--- config.mk ---
export PLATFORM = sky130hd
export DESIGN_NAME = pt_walker
export DESIGN_NICKNAME = d
export VERILOG_FILES = /design/src/rtl/ptw_pkg.sv /design/src/rtl/ptw_addr_gen.sv /design/src/rtl/ptw_entry_eval.sv /design/src/rtl/pt_walker.sv
export SDC_FILE = /design/constraint.sdc
export NUM_CORES = 1
export LEC_CHECK = 0
export BUFFER_PORTS_ARGS = -buffer_cell sky130_fd_sc_hd__buf_2
export CAP_MARGIN = 10
export CORE_ASPECT_RATIO = 1.5
export CORE_MARGIN = 3
export CORE_UTILIZATION = 35
export CTS_BUF_LIST = sky130_fd_sc_hd__clkbuf_8
export CTS_CLUSTER_DIAMETER = 100
export DETAILED_ROUTE_END_ITERATION = 10
export PLACE_DENSITY = 0.6
export SYNTH_ARGS = -nofsm -noshare
export SYNTH_HDL_FRONTEND = slang
export SYNTH_SLANG_ARGS = --single-unit
--- constraint.sdc ---
create_clock -name clk -period 3 [get_ports clk]
set_input_delay 0 -clock clk [delete_from_list [all_inputs] [get_ports clk]]
set_output_delay 0 -clock clk [all_outputs]
set_load 0.05 [all_outputs]
--- src/rtl/ptw_pkg.sv ---
`timescale 1ns/1ps
package ptw_pkg;
    // status bit positions inside a 32-bit table entry
    localparam int B_PRESENT  = 0;
    localparam int B_WRITABLE = 1;
    localparam int B_USED     = 2;
    localparam int B_DIRTY    = 3;

    typedef enum logic [2:0] {
        S_IDLE,
        S_DIR_RD,
        S_LEAF_RD,
        S_UPD_WR,
        S_FINISH,
        S_FAULT
    } walk_state_t;

    typedef enum logic {
        FK_ABSENT  = 1'b0,
        FK_PROTECT = 1'b1
    } fault_kind_t;
endpackage

--- src/rtl/ptw_addr_gen.sv ---
`timescale 1ns/1ps
// Forms the byte addresses of the directory word and the leaf word.
module ptw_addr_gen #(
    parameter int VA_W  = 32,
    parameter int OFF_W = 12,
    parameter int IDX_W = 10,
    parameter int L1_W  = 10
) (
    input  logic [VA_W-OFF_W-1:0] root_pfn,
    input  logic [VA_W-OFF_W-1:0] dir_pfn,
    input  logic [L1_W-1:0]       l1_idx,
    input  logic [IDX_W-1:0]      l2_idx,
    output logic [VA_W-1:0]       dir_addr,
    output logic [VA_W-1:0]       leaf_addr
);
    localparam int ENTRY_LSB = 2; // 4-byte entries

    always_comb begin
        dir_addr  = {root_pfn, {OFF_W{1'b0}}}
                  | VA_W'({l1_idx, {ENTRY_LSB{1'b0}}});
        leaf_addr = {dir_pfn, {OFF_W{1'b0}}}
                  | VA_W'({l2_idx, {ENTRY_LSB{1'b0}}});
    end
endmodule

--- src/rtl/ptw_entry_eval.sv ---
`timescale 1ns/1ps
// Judges a leaf entry and computes its updated status bits.
module ptw_entry_eval
    import ptw_pkg::*;
#(
    parameter int W = 32
) (
    input  logic [W-1:0] pte,
    input  logic         is_write,
    output logic         present,
    output logic         write_ok,
    output logic [W-1:0] pte_next,
    output logic         need_wb
);
    always_comb begin
        present  = pte[B_PRESENT];
        write_ok = !is_write || pte[B_WRITABLE];
        pte_next = pte;
        pte_next[B_USED] = 1'b1;
        if (is_write) pte_next[B_DIRTY] = 1'b1;
        need_wb  = (pte_next != pte);
    end
endmodule

--- src/rtl/pt_walker.sv ---
`timescale 1ns/1ps
module pt_walker
    import ptw_pkg::*;
#(
    parameter int VA_W  = 32,
    parameter int OFF_W = 12
) (
    input  logic                  clk,
    input  logic                  rst_n,
    input  logic                  req_valid,
    input  logic                  req_write,
    input  logic [VA_W-1:0]       req_vaddr,
    input  logic [VA_W-OFF_W-1:0] root_pfn,
    output logic                  busy,
    output logic                  done,
    output logic                  fault,
    output logic                  flt_kind,
    output logic                  flt_level,
    output logic [VA_W-1:0]       paddr,
    output logic                  mem_req,
    output logic                  mem_we,
    output logic [VA_W-1:0]       mem_addr,
    output logic [VA_W-1:0]       mem_wdata,
    input  logic                  mem_ack,
    input  logic [VA_W-1:0]       mem_rdata
);
    localparam int PFN_W = VA_W - OFF_W;
    localparam int IDX_W = OFF_W - 2;          // one table fills one page
    localparam int L1_W  = VA_W - OFF_W - IDX_W;

    walk_state_t       state, nxt;
    logic [VA_W-1:0]   va_q;
    logic              wr_q;
    logic [PFN_W-1:0]  root_q;
    logic [PFN_W-1:0]  dir_q;
    logic [VA_W-1:0]   pa_q;
    logic [VA_W-1:0]   wb_q;
    fault_kind_t       fk_q;
    logic              fl_q;

    logic [VA_W-1:0]   dir_addr, leaf_addr;
    logic              lf_present, lf_write_ok, lf_need_wb;
    logic [VA_W-1:0]   lf_next;

    ptw_addr_gen #(
        .VA_W(VA_W), .OFF_W(OFF_W), .IDX_W(IDX_W), .L1_W(L1_W)
    ) u_addr (
        .root_pfn (root_q),
        .dir_pfn  (dir_q),
        .l1_idx   (va_q[VA_W-1 -: L1_W]),
        .l2_idx   (va_q[OFF_W +: IDX_W]),
        .dir_addr (dir_addr),
        .leaf_addr(leaf_addr)
    );

    ptw_entry_eval #(.W(VA_W)) u_eval (
        .pte     (mem_rdata),
        .is_write(wr_q),
        .present (lf_present),
        .write_ok(lf_write_ok),
        .pte_next(lf_next),
        .need_wb (lf_need_wb)
    );

    // state register
    always_ff @(posedge clk or negedge rst_n) begin
        if (!rst_n) state <= S_IDLE;
        else        state <= nxt;
    end

    // next-state logic
    always_comb begin
        nxt = state;
        unique case (state)
            S_IDLE:    if (req_valid) nxt = S_DIR_RD;
            S_DIR_RD:  if (mem_ack) nxt = mem_rdata[B_PRESENT] ? S_LEAF_RD : S_FAULT;
            S_LEAF_RD: if (mem_ack) begin
                           if (!lf_present || !lf_write_ok) nxt = S_FAULT;
                           else if (lf_need_wb)             nxt = S_UPD_WR;
                           else                             nxt = S_FINISH;
                       end
            S_UPD_WR:  if (mem_ack) nxt = S_FINISH;
            S_FINISH:  nxt = S_IDLE;
            S_FAULT:   nxt = S_IDLE;
            default:   nxt = S_IDLE;
        endcase
    end

    // walk context and results
    always_ff @(posedge clk or negedge rst_n) begin
        if (!rst_n) begin
            va_q   <= '0;
            wr_q   <= 1'b0;
            root_q <= '0;
            dir_q  <= '0;
            pa_q   <= '0;
            wb_q   <= '0;
            fk_q   <= FK_ABSENT;
            fl_q   <= 1'b0;
        end else begin
            case (state)
                S_IDLE: if (req_valid) begin
                    va_q   <= req_vaddr;
                    wr_q   <= req_write;
                    root_q <= root_pfn;
                end
                S_DIR_RD: if (mem_ack) begin
                    dir_q <= mem_rdata[VA_W-1:OFF_W];
                    fk_q  <= FK_ABSENT;
                    fl_q  <= 1'b0;
                end
                S_LEAF_RD: if (mem_ack) begin
                    pa_q <= {mem_rdata[VA_W-1:OFF_W], va_q[OFF_W-1:0]};
                    wb_q <= lf_next;
                    fk_q <= lf_present ? FK_PROTECT : FK_ABSENT;
                    fl_q <= 1'b1;
                end
                default: ;
            endcase
        end
    end

    // outputs decoded from state
    always_comb begin
        busy      = 1'b1;
        done      = 1'b0;
        fault     = 1'b0;
        mem_req   = 1'b0;
        mem_we    = 1'b0;
        mem_addr  = '0;
        mem_wdata = wb_q;
        paddr     = '0;
        flt_kind  = 1'b0;
        flt_level = 1'b0;
        unique case (state)
            S_IDLE:    busy = 1'b0;
            S_DIR_RD:  begin mem_req = 1'b1; mem_addr = dir_addr; end
            S_LEAF_RD: begin mem_req = 1'b1; mem_addr = leaf_addr; end
            S_UPD_WR:  begin mem_req = 1'b1; mem_we = 1'b1; mem_addr = leaf_addr; end
            S_FINISH:  begin done = 1'b1; paddr = pa_q; end
            S_FAULT:   begin fault = 1'b1; flt_kind = fk_q; flt_level = fl_q; end
            default:   busy = 1'b0;
        endcase
    end

    AST_PULSE_EXCL: assert property (@(posedge clk) disable iff (!rst_n)
        done |-> !fault);
    AST_DONE_SINGLE: assert property (@(posedge clk) disable iff (!rst_n)
        (done || fault) |=> !(done || fault));
    AST_BUSY_ENDS_ON_PULSE: assert property (@(posedge clk) disable iff (!rst_n)
        $fell(busy) |-> $past(done || fault));
    AST_BUSY_STARTS_ON_REQ: assert property (@(posedge clk) disable iff (!rst_n)
        $rose(busy) |-> $past(req_valid));
    AST_REQ_HELD: assert property (@(posedge clk) disable iff (!rst_n)
        (mem_req && !mem_ack) |=> (mem_req && $stable(mem_addr) && $stable(mem_we)));
    AST_WB_MARKS_USED: assert property (@(posedge clk) disable iff (!rst_n)
        (mem_req && mem_we) |-> (mem_wdata[B_USED] && mem_wdata[B_PRESENT]));
    AST_NO_PA_ON_FAULT: assert property (@(posedge clk) disable iff (!rst_n)
        fault |-> (paddr == '0));
endmodule

Word level (Yosys, flattened, before mapping)
Index checks and enable logic that the tools add are counted.
{"block": "word_totals", "ff_bits": 142, "in_bits": 89, "out_inout_bits": 103, "word_cells": 60}
{"block": "op_classes", "eq_ne": 10, "mux": 24, "n_bitwise": 2, "n_reduce_logical": 15}
{"op": "OR 32 x 12 -> 32 bit", "n": 2}
{"op": "case mux 32 bit (2 select lines)", "n": 1}
{"op": "2-to-1 mux 32 bit", "n": 1}
{"op": "2-to-1 mux 3 bit", "n": 7}
{"op": "2-to-1 mux 1 bit", "n": 12}
{"op": "case mux 3 bit (4 select lines)", "n": 1}
{"op": "inequality test 2 bit, second input constant", "n": 4}
{"op": "equality test 3 x 2 -> 1 bit, second input constant", "n": 2}
{"op": "equality test 3 bit, second input constant", "n": 2}
{"op": "AND reduction 2 bit", "n": 3}
{"op": "OR reduction 5 bit", "n": 1}
{"op": "case mux 1 bit (2 select lines)", "n": 2}
{"op": "AND reduction 4 bit", "n": 1}
{"op": "equality test 3 x 1 -> 1 bit, second input constant", "n": 1}
{"op": "logical NOT 1 bit", "n": 3}
{"op": "logical NOT 3 bit", "n": 1}
{"op": "AND reduction 3 bit", "n": 1}
{"op": "OR reduction 3 bit", "n": 1}
{"op": "logical OR 1 bit", "n": 2}
{"op": "inequality test 2 bit", "n": 1}
{"op": "nonzero test 2 bit", "n": 1}
{"op": "OR reduction 2 bit", "n": 1}

Logic depth before layout (Yosys ltp)
{"block": "depth", "ltp_word": 7, "mapped_depth": 6, "mapped_depth_nobuf": 3}

By module
Synthesis repeated with hierarchy kept, for this count alone.
{"block": "hier_totals", "cells_unflattened": 508, "hier_area_um2": 7024.2}
{"module": "pt_walker", "instances": 1, "cells_per_inst": 406, "area_each_um2": 6274.8, "seq_area_each_um2": 3553.4}
{"module": "ptw_addr_gen", "instances": 1, "cells_per_inst": 65, "area_each_um2": 484.2, "seq_area_each_um2": 0.0}
{"module": "ptw_entry_eval", "instances": 1, "cells_per_inst": 37, "area_each_um2": 265.3, "seq_area_each_um2": 0.0}

Worst setup path before layout
Ideal clock, no wire load.
{"block": "synth_path", "kind": "register -> output", "from": "reg state[1]", "to": "out mem_req", "t_arrival_ps": 1627, "required_time_ps": 3000, "slack_ps": 1373, "path_stages_with_launch": 5, "n_path_buf": 2, "cell_sequence": "dfrtp_1 -> clkbuf_1 -> nor2_1 -> clkbuf_1 -> nor2_1"}
{"block": "synth_between", "elab_chain_len": 3, "word_cells_on_any_way": 5, "cone_classes": "eq/ne (3); mux (1); reduce/logical (1)"}
{"element": "start, declared", "line": "pt_walker.sv:31", "text": "walk_state_t state, nxt;"}
{"element": "start signal, assigned", "line": "pt_walker.sv:68", "text": "else state <= nxt;"}
{"element": "equality test 3 x 2 -> 1 bit / equality test 3 x 1 -> 1 bit (equally long branches)", "line": "pt_walker.sv:135", "text": "unique case (state)"}
{"element": "OR reduction 3 bit (no line) *"}
{"element": "2-to-1 mux 1 bit *", "line": "pt_walker.sv:135"}
{"element": "end, declared", "line": "pt_walker.sv:20", "text": "output logic mem_req,"}
Every way passes the cells marked *; elsewhere a longest branch is shown, timed or not.

Final worst setup path
{"block": "layout_path", "from": "reg state[1]", "to": "out mem_addr[25]"}
{"block": "layout_between", "elab_chain_len": 3, "word_cells_on_any_way": 5, "cone_classes": "eq/ne (3); mux (1); reduce/logical (1)"}
{"element": "equality test 3 x 2 -> 1 bit", "line": "pt_walker.sv:135"}
{"element": "OR reduction 2 bit (no line)"}
{"element": "case mux 32 bit (2 select lines) *", "line": "pt_walker.sv:135"}
{"element": "end, declared", "line": "pt_walker.sv:22", "text": "output logic [VA_W-1:0] mem_addr,"}
Marked as above.

==> results.sh <==
export IMPL_outcome="completed"
export IMPL_worst_endpoint_arrival_ns=2.48
export IMPL_drc_errors=0
export IMPL_timing_clock_skew_ns=0.00733
export IMPL_critPathBufInv=3
export IMPL_postRouteWirelength_um=14700
export IMPL_nFillCells=1325
export IMPL_cts_path_max_buffers=2
export IMPL_vias_per_cell=4.82
export IMPL_tightest_hold_margin_ns=0.0402
export IMPL_syn_avg_cell_area_um2=13.8
export IMPL_tritoncts="built"
export IMPL_critical_path_max_fanout=23
export IMPL_static_leakage_power_nw=3.85
export IMPL_h_tree_depth=4
export IMPL_grt_antenna_before_repair=1
export IMPL_synth_sequential_area_ratio=0.556
export IMPL_ys_top_cells_by_area="sky130_fd_sc_hd__dfrtp_1 56%, sky130_fd_sc_hd__mux2_2 22%, sky130_fd_sc_hd__a22o_1 4.8%"
export IMPL_detail_route_wl_per_cell_um=17.0
export IMPL_crit_path_required_time_ns=3.00
export IMPL_cp_cell_sequence="inv_1, nor2_2, buf_12, a22o_1, buf_2"
export IMPL_drv_cap=0
export IMPL_place_hpwl_um=9660
export IMPL_core_rowCount=55
export IMPL_grt_start_max_net_pins=83
export IMPL_design_final_nets=744
export IMPL_synth_main_ff_cell="sky130_fd_sc_hd__dfrtp_1"
export IMPL_overall_fraction_of_global_route_tracks_in_use=0.174
export IMPL_share_of_async_settable_or_async_resettable_flops_after_synthesis=1.00
export IMPL_cp_startpoint="state[1]"
export IMPL_worst_hold_path_type="in2reg"
export IMPL_numCtsBuffers=17
export IMPL_ir_drop_uv=591
export IMPL_setup_tns_final_ns=0
export IMPL_chipHeight_um=159
export IMPL_post_cts_buffers=0
export IMPL_min_period_ns=2.48
export IMPL_unrepaired_setup_endpoints_after_global_routing="no"
export IMPL_numPortBuffers=189
export IMPL_startpoint_type="register"
export IMPL_dr_first_iter_drc_count=170
export IMPL_globalRoute_totalOverflow=0
export IMPL_gp_routability_congestion=0.763
export IMPL_synth_distinct_cells=31
export IMPL_insertion_delay_ns=0.43
export IMPL_floorplan_die_area_um2=17200
export IMPL_initial_core_util=0.361
export IMPL_drtPass1Iterations=4
export IMPL_first_global_vias=4538
export IMPL_clock_sink_count=122
export IMPL_crit_path_max_incr_delay_ns=0.64
export IMPL_clock_fmax_mhz=404
export IMPL_worstHoldStart="req_valid"
export IMPL_post_synth_top_area_fraction=0.556
export IMPL_number_of_top_level_pins=192
export IMPL_p_r_area_growth_vs_syn_pct=41.3
export IMPL_core_area_um2=15200
export IMPL_yosys_register_bits=122
export IMPL_setup_viol=0
export IMPL_timing_critical_path_max_delay_family="buffers and inverters"
export IMPL_final_period_utilization=0.826
export IMPL_post_synth_instance_area_um2=5490
export IMPL_post_synth_most_frequent_cells="122 x sky130_fd_sc_hd__dfrtp_1, 105 x sky130_fd_sc_hd__mux2_2, 34 x sky130_fd_sc_hd__and3_1"
export IMPL_worst_slew_pin_transition_ns=1.04
export IMPL_post_synth_top_area_cell="sky130_fd_sc_hd__dfrtp_1"
export IMPL_route_vias_total=4184
export IMPL_worst_setup_hold_path_clk_slew_ns=0.07
export IMPL_r2r_start="state[2]"
export IMPL_final_layout_size_suffix_gt1_frac=0.527
export IMPL_worstSetupEndpointType="output port"
export IMPL_synth_edff_count=0
export IMPL_slew_violations=0
export IMPL_route_antenna_remaining_nets=0
export IMPL_ctsRootBufferMaster="sky130_fd_sc_hd__clkbuf_8"
export IMPL_final_hold_violation_count=0
export IMPL_slowest_library_cell_on_the_worst_path="sky130_fd_sc_hd__dfrtp_1"
export IMPL_timing_max_slew_rel_slack=0.304
export IMPL_dieWidth_um=108
export IMPL_global_route_wire_length_before_repair_um=23300
export IMPL_synthMostInstantiatedCell="sky130_fd_sc_hd__dfrtp_1"
export IMPL_syn_instance_count=398
export IMPL_power_density_nw_per_um2=1220
export IMPL_crit_type="reg2out"
export IMPL_synth_warnings=0
==> metal layers <==
metal  up-vias  GRT usage  share of wire
met1      2088      0.189           0.37
met4         0     0.0810          0.032
met3        36     0.0426          0.053
met2       134      0.313           0.54
li1       1926          -              -
met5         -          0              0
==> path summary, 6_finish.rpt <==
| check | to | slack [ns] | depth (start not counted) |
|---|---|---|---|
| min in group asynchronous | pa_q[26] | 0.29 | 2 |
| worst min-delay path | state[0] | 0.04 | 4 |
| worst max register to register | va_q[13] | 0.90 | 4 |
| worst min register to register | mem_wdata[2] | 0.46 | 1 |
| max in group asynchronous | va_q[2] | 1.88 | 3 |
| worst max-delay path | mem_addr[25] | 0.52 | 5 |
==> placed cells by master, fill, tap and decap left out, types with 2 or more instances in the layout <==
| cell | instances |
|---|---|
| sky130_fd_sc_hd__dfrtp_1 | 122 |
| sky130_fd_sc_hd__buf_4 | 9 |
| sky130_fd_sc_hd__clkbuf_8 | 18 |
| sky130_fd_sc_hd__and2_1 | 3 |
| sky130_fd_sc_hd__nor2_1 | 4 |
| sky130_fd_sc_hd__and3_1 | 34 |
| sky130_fd_sc_hd__inv_1 | 6 |
| sky130_fd_sc_hd__mux2_4 | 10 |
| sky130_fd_sc_hd__a21oi_1 | 5 |
| sky130_fd_sc_hd__buf_2 | 188 |
| sky130_fd_sc_hd__dlygate4sd3_1 | 87 |
| sky130_fd_sc_hd__nor2b_1 | 3 |
| sky130_fd_sc_hd__a22o_1 | 30 |
| sky130_fd_sc_hd__buf_12 | 3 |
| sky130_fd_sc_hd__clkinvlp_4 | 2 |
| sky130_fd_sc_hd__o21ai_0 | 4 |
| sky130_fd_sc_hd__nor2_2 | 4 |
| sky130_fd_sc_hd__nand2_1 | 2 |
| sky130_fd_sc_hd__bufinv_16 | 3 |
| sky130_fd_sc_hd__clkinv_2 | 5 |
| sky130_fd_sc_hd__conb_1 | 2 |
| sky130_fd_sc_hd__nand2b_1 | 4 |
| sky130_fd_sc_hd__mux2_2 | 105 |
==> flip-flops by register name (all words and copies together), names as in the netlist <==
register / count
wr_q: 1
pa_q: 32
root_q: 20
mem_wdata: 12
va_q: 32
dir_q: 20
fl_q: 1
state: 3
fk_q: 1
==> stage by stage <==
step	cells	worst slack, ns	power, mW	util	instance area [µm²]
floorplan	399	1.37	7.00	-	5490
global placement	748	0.967	7.86	0.426	6470
detailed placement	748	0.937	7.96	0.426	6470
CTS	867	0.480	9.58	0.510	7750
global route	868	0.360	10.0	0.510	7750
finish	868	0.523	9.47	0.510	7750
==> worst reg2reg max path, cell delays in order (launching register included) <==
cell and delay [ns]:
sky130_fd_sc_hd__dfrtp_1 0.63, sky130_fd_sc_hd__buf_4 0.34, sky130_fd_sc_hd__nor4b_4 0.31, sky130_fd_sc_hd__buf_12 0.30, sky130_fd_sc_hd__mux2_2 0.41
==> logic make-up after synthesis <==
| kind of cell | synth area share |
|---|---|
| AO/OA/AOI/OAI | 0.0677 |
| buffers and inverters | 0.0652 |
| flip-flops | 0.556 |
| multiplexers | 0.243 |
| other | 0.000683 |
| AND/OR/NAND/NOR | 0.0670 |
==> repair_timing <==
item,4_1_cts,5_1_grt
hold endpoints to repair,186,0
hold buffers,87,0
resized for setup,0,0
==> layout make-up <==
class | count | area (µm²) | area share
sequential | 122 | 3050 | 0.394
multi-input combinational | 223 | 2090 | 0.270
timing repair buffer | 287 | 1940 | 0.250
tap | 199 | 249 | 0.0321
clock buffer | 18 | 248 | 0.0320
clock inverter | 14 | 155 | 0.0200
inverter | 4 | 15.0 | 0.00194
antenna | 1 | 2.50 | 0.000323
==> report_power, final <==
part / internal, mW / switching [mW]
Combinational: 1.74 / 3.24
Sequential: 2.48 / 0.526
Clock: 0.833 / 0.655
Note: power is estimated with default switching activity, not from simulation.
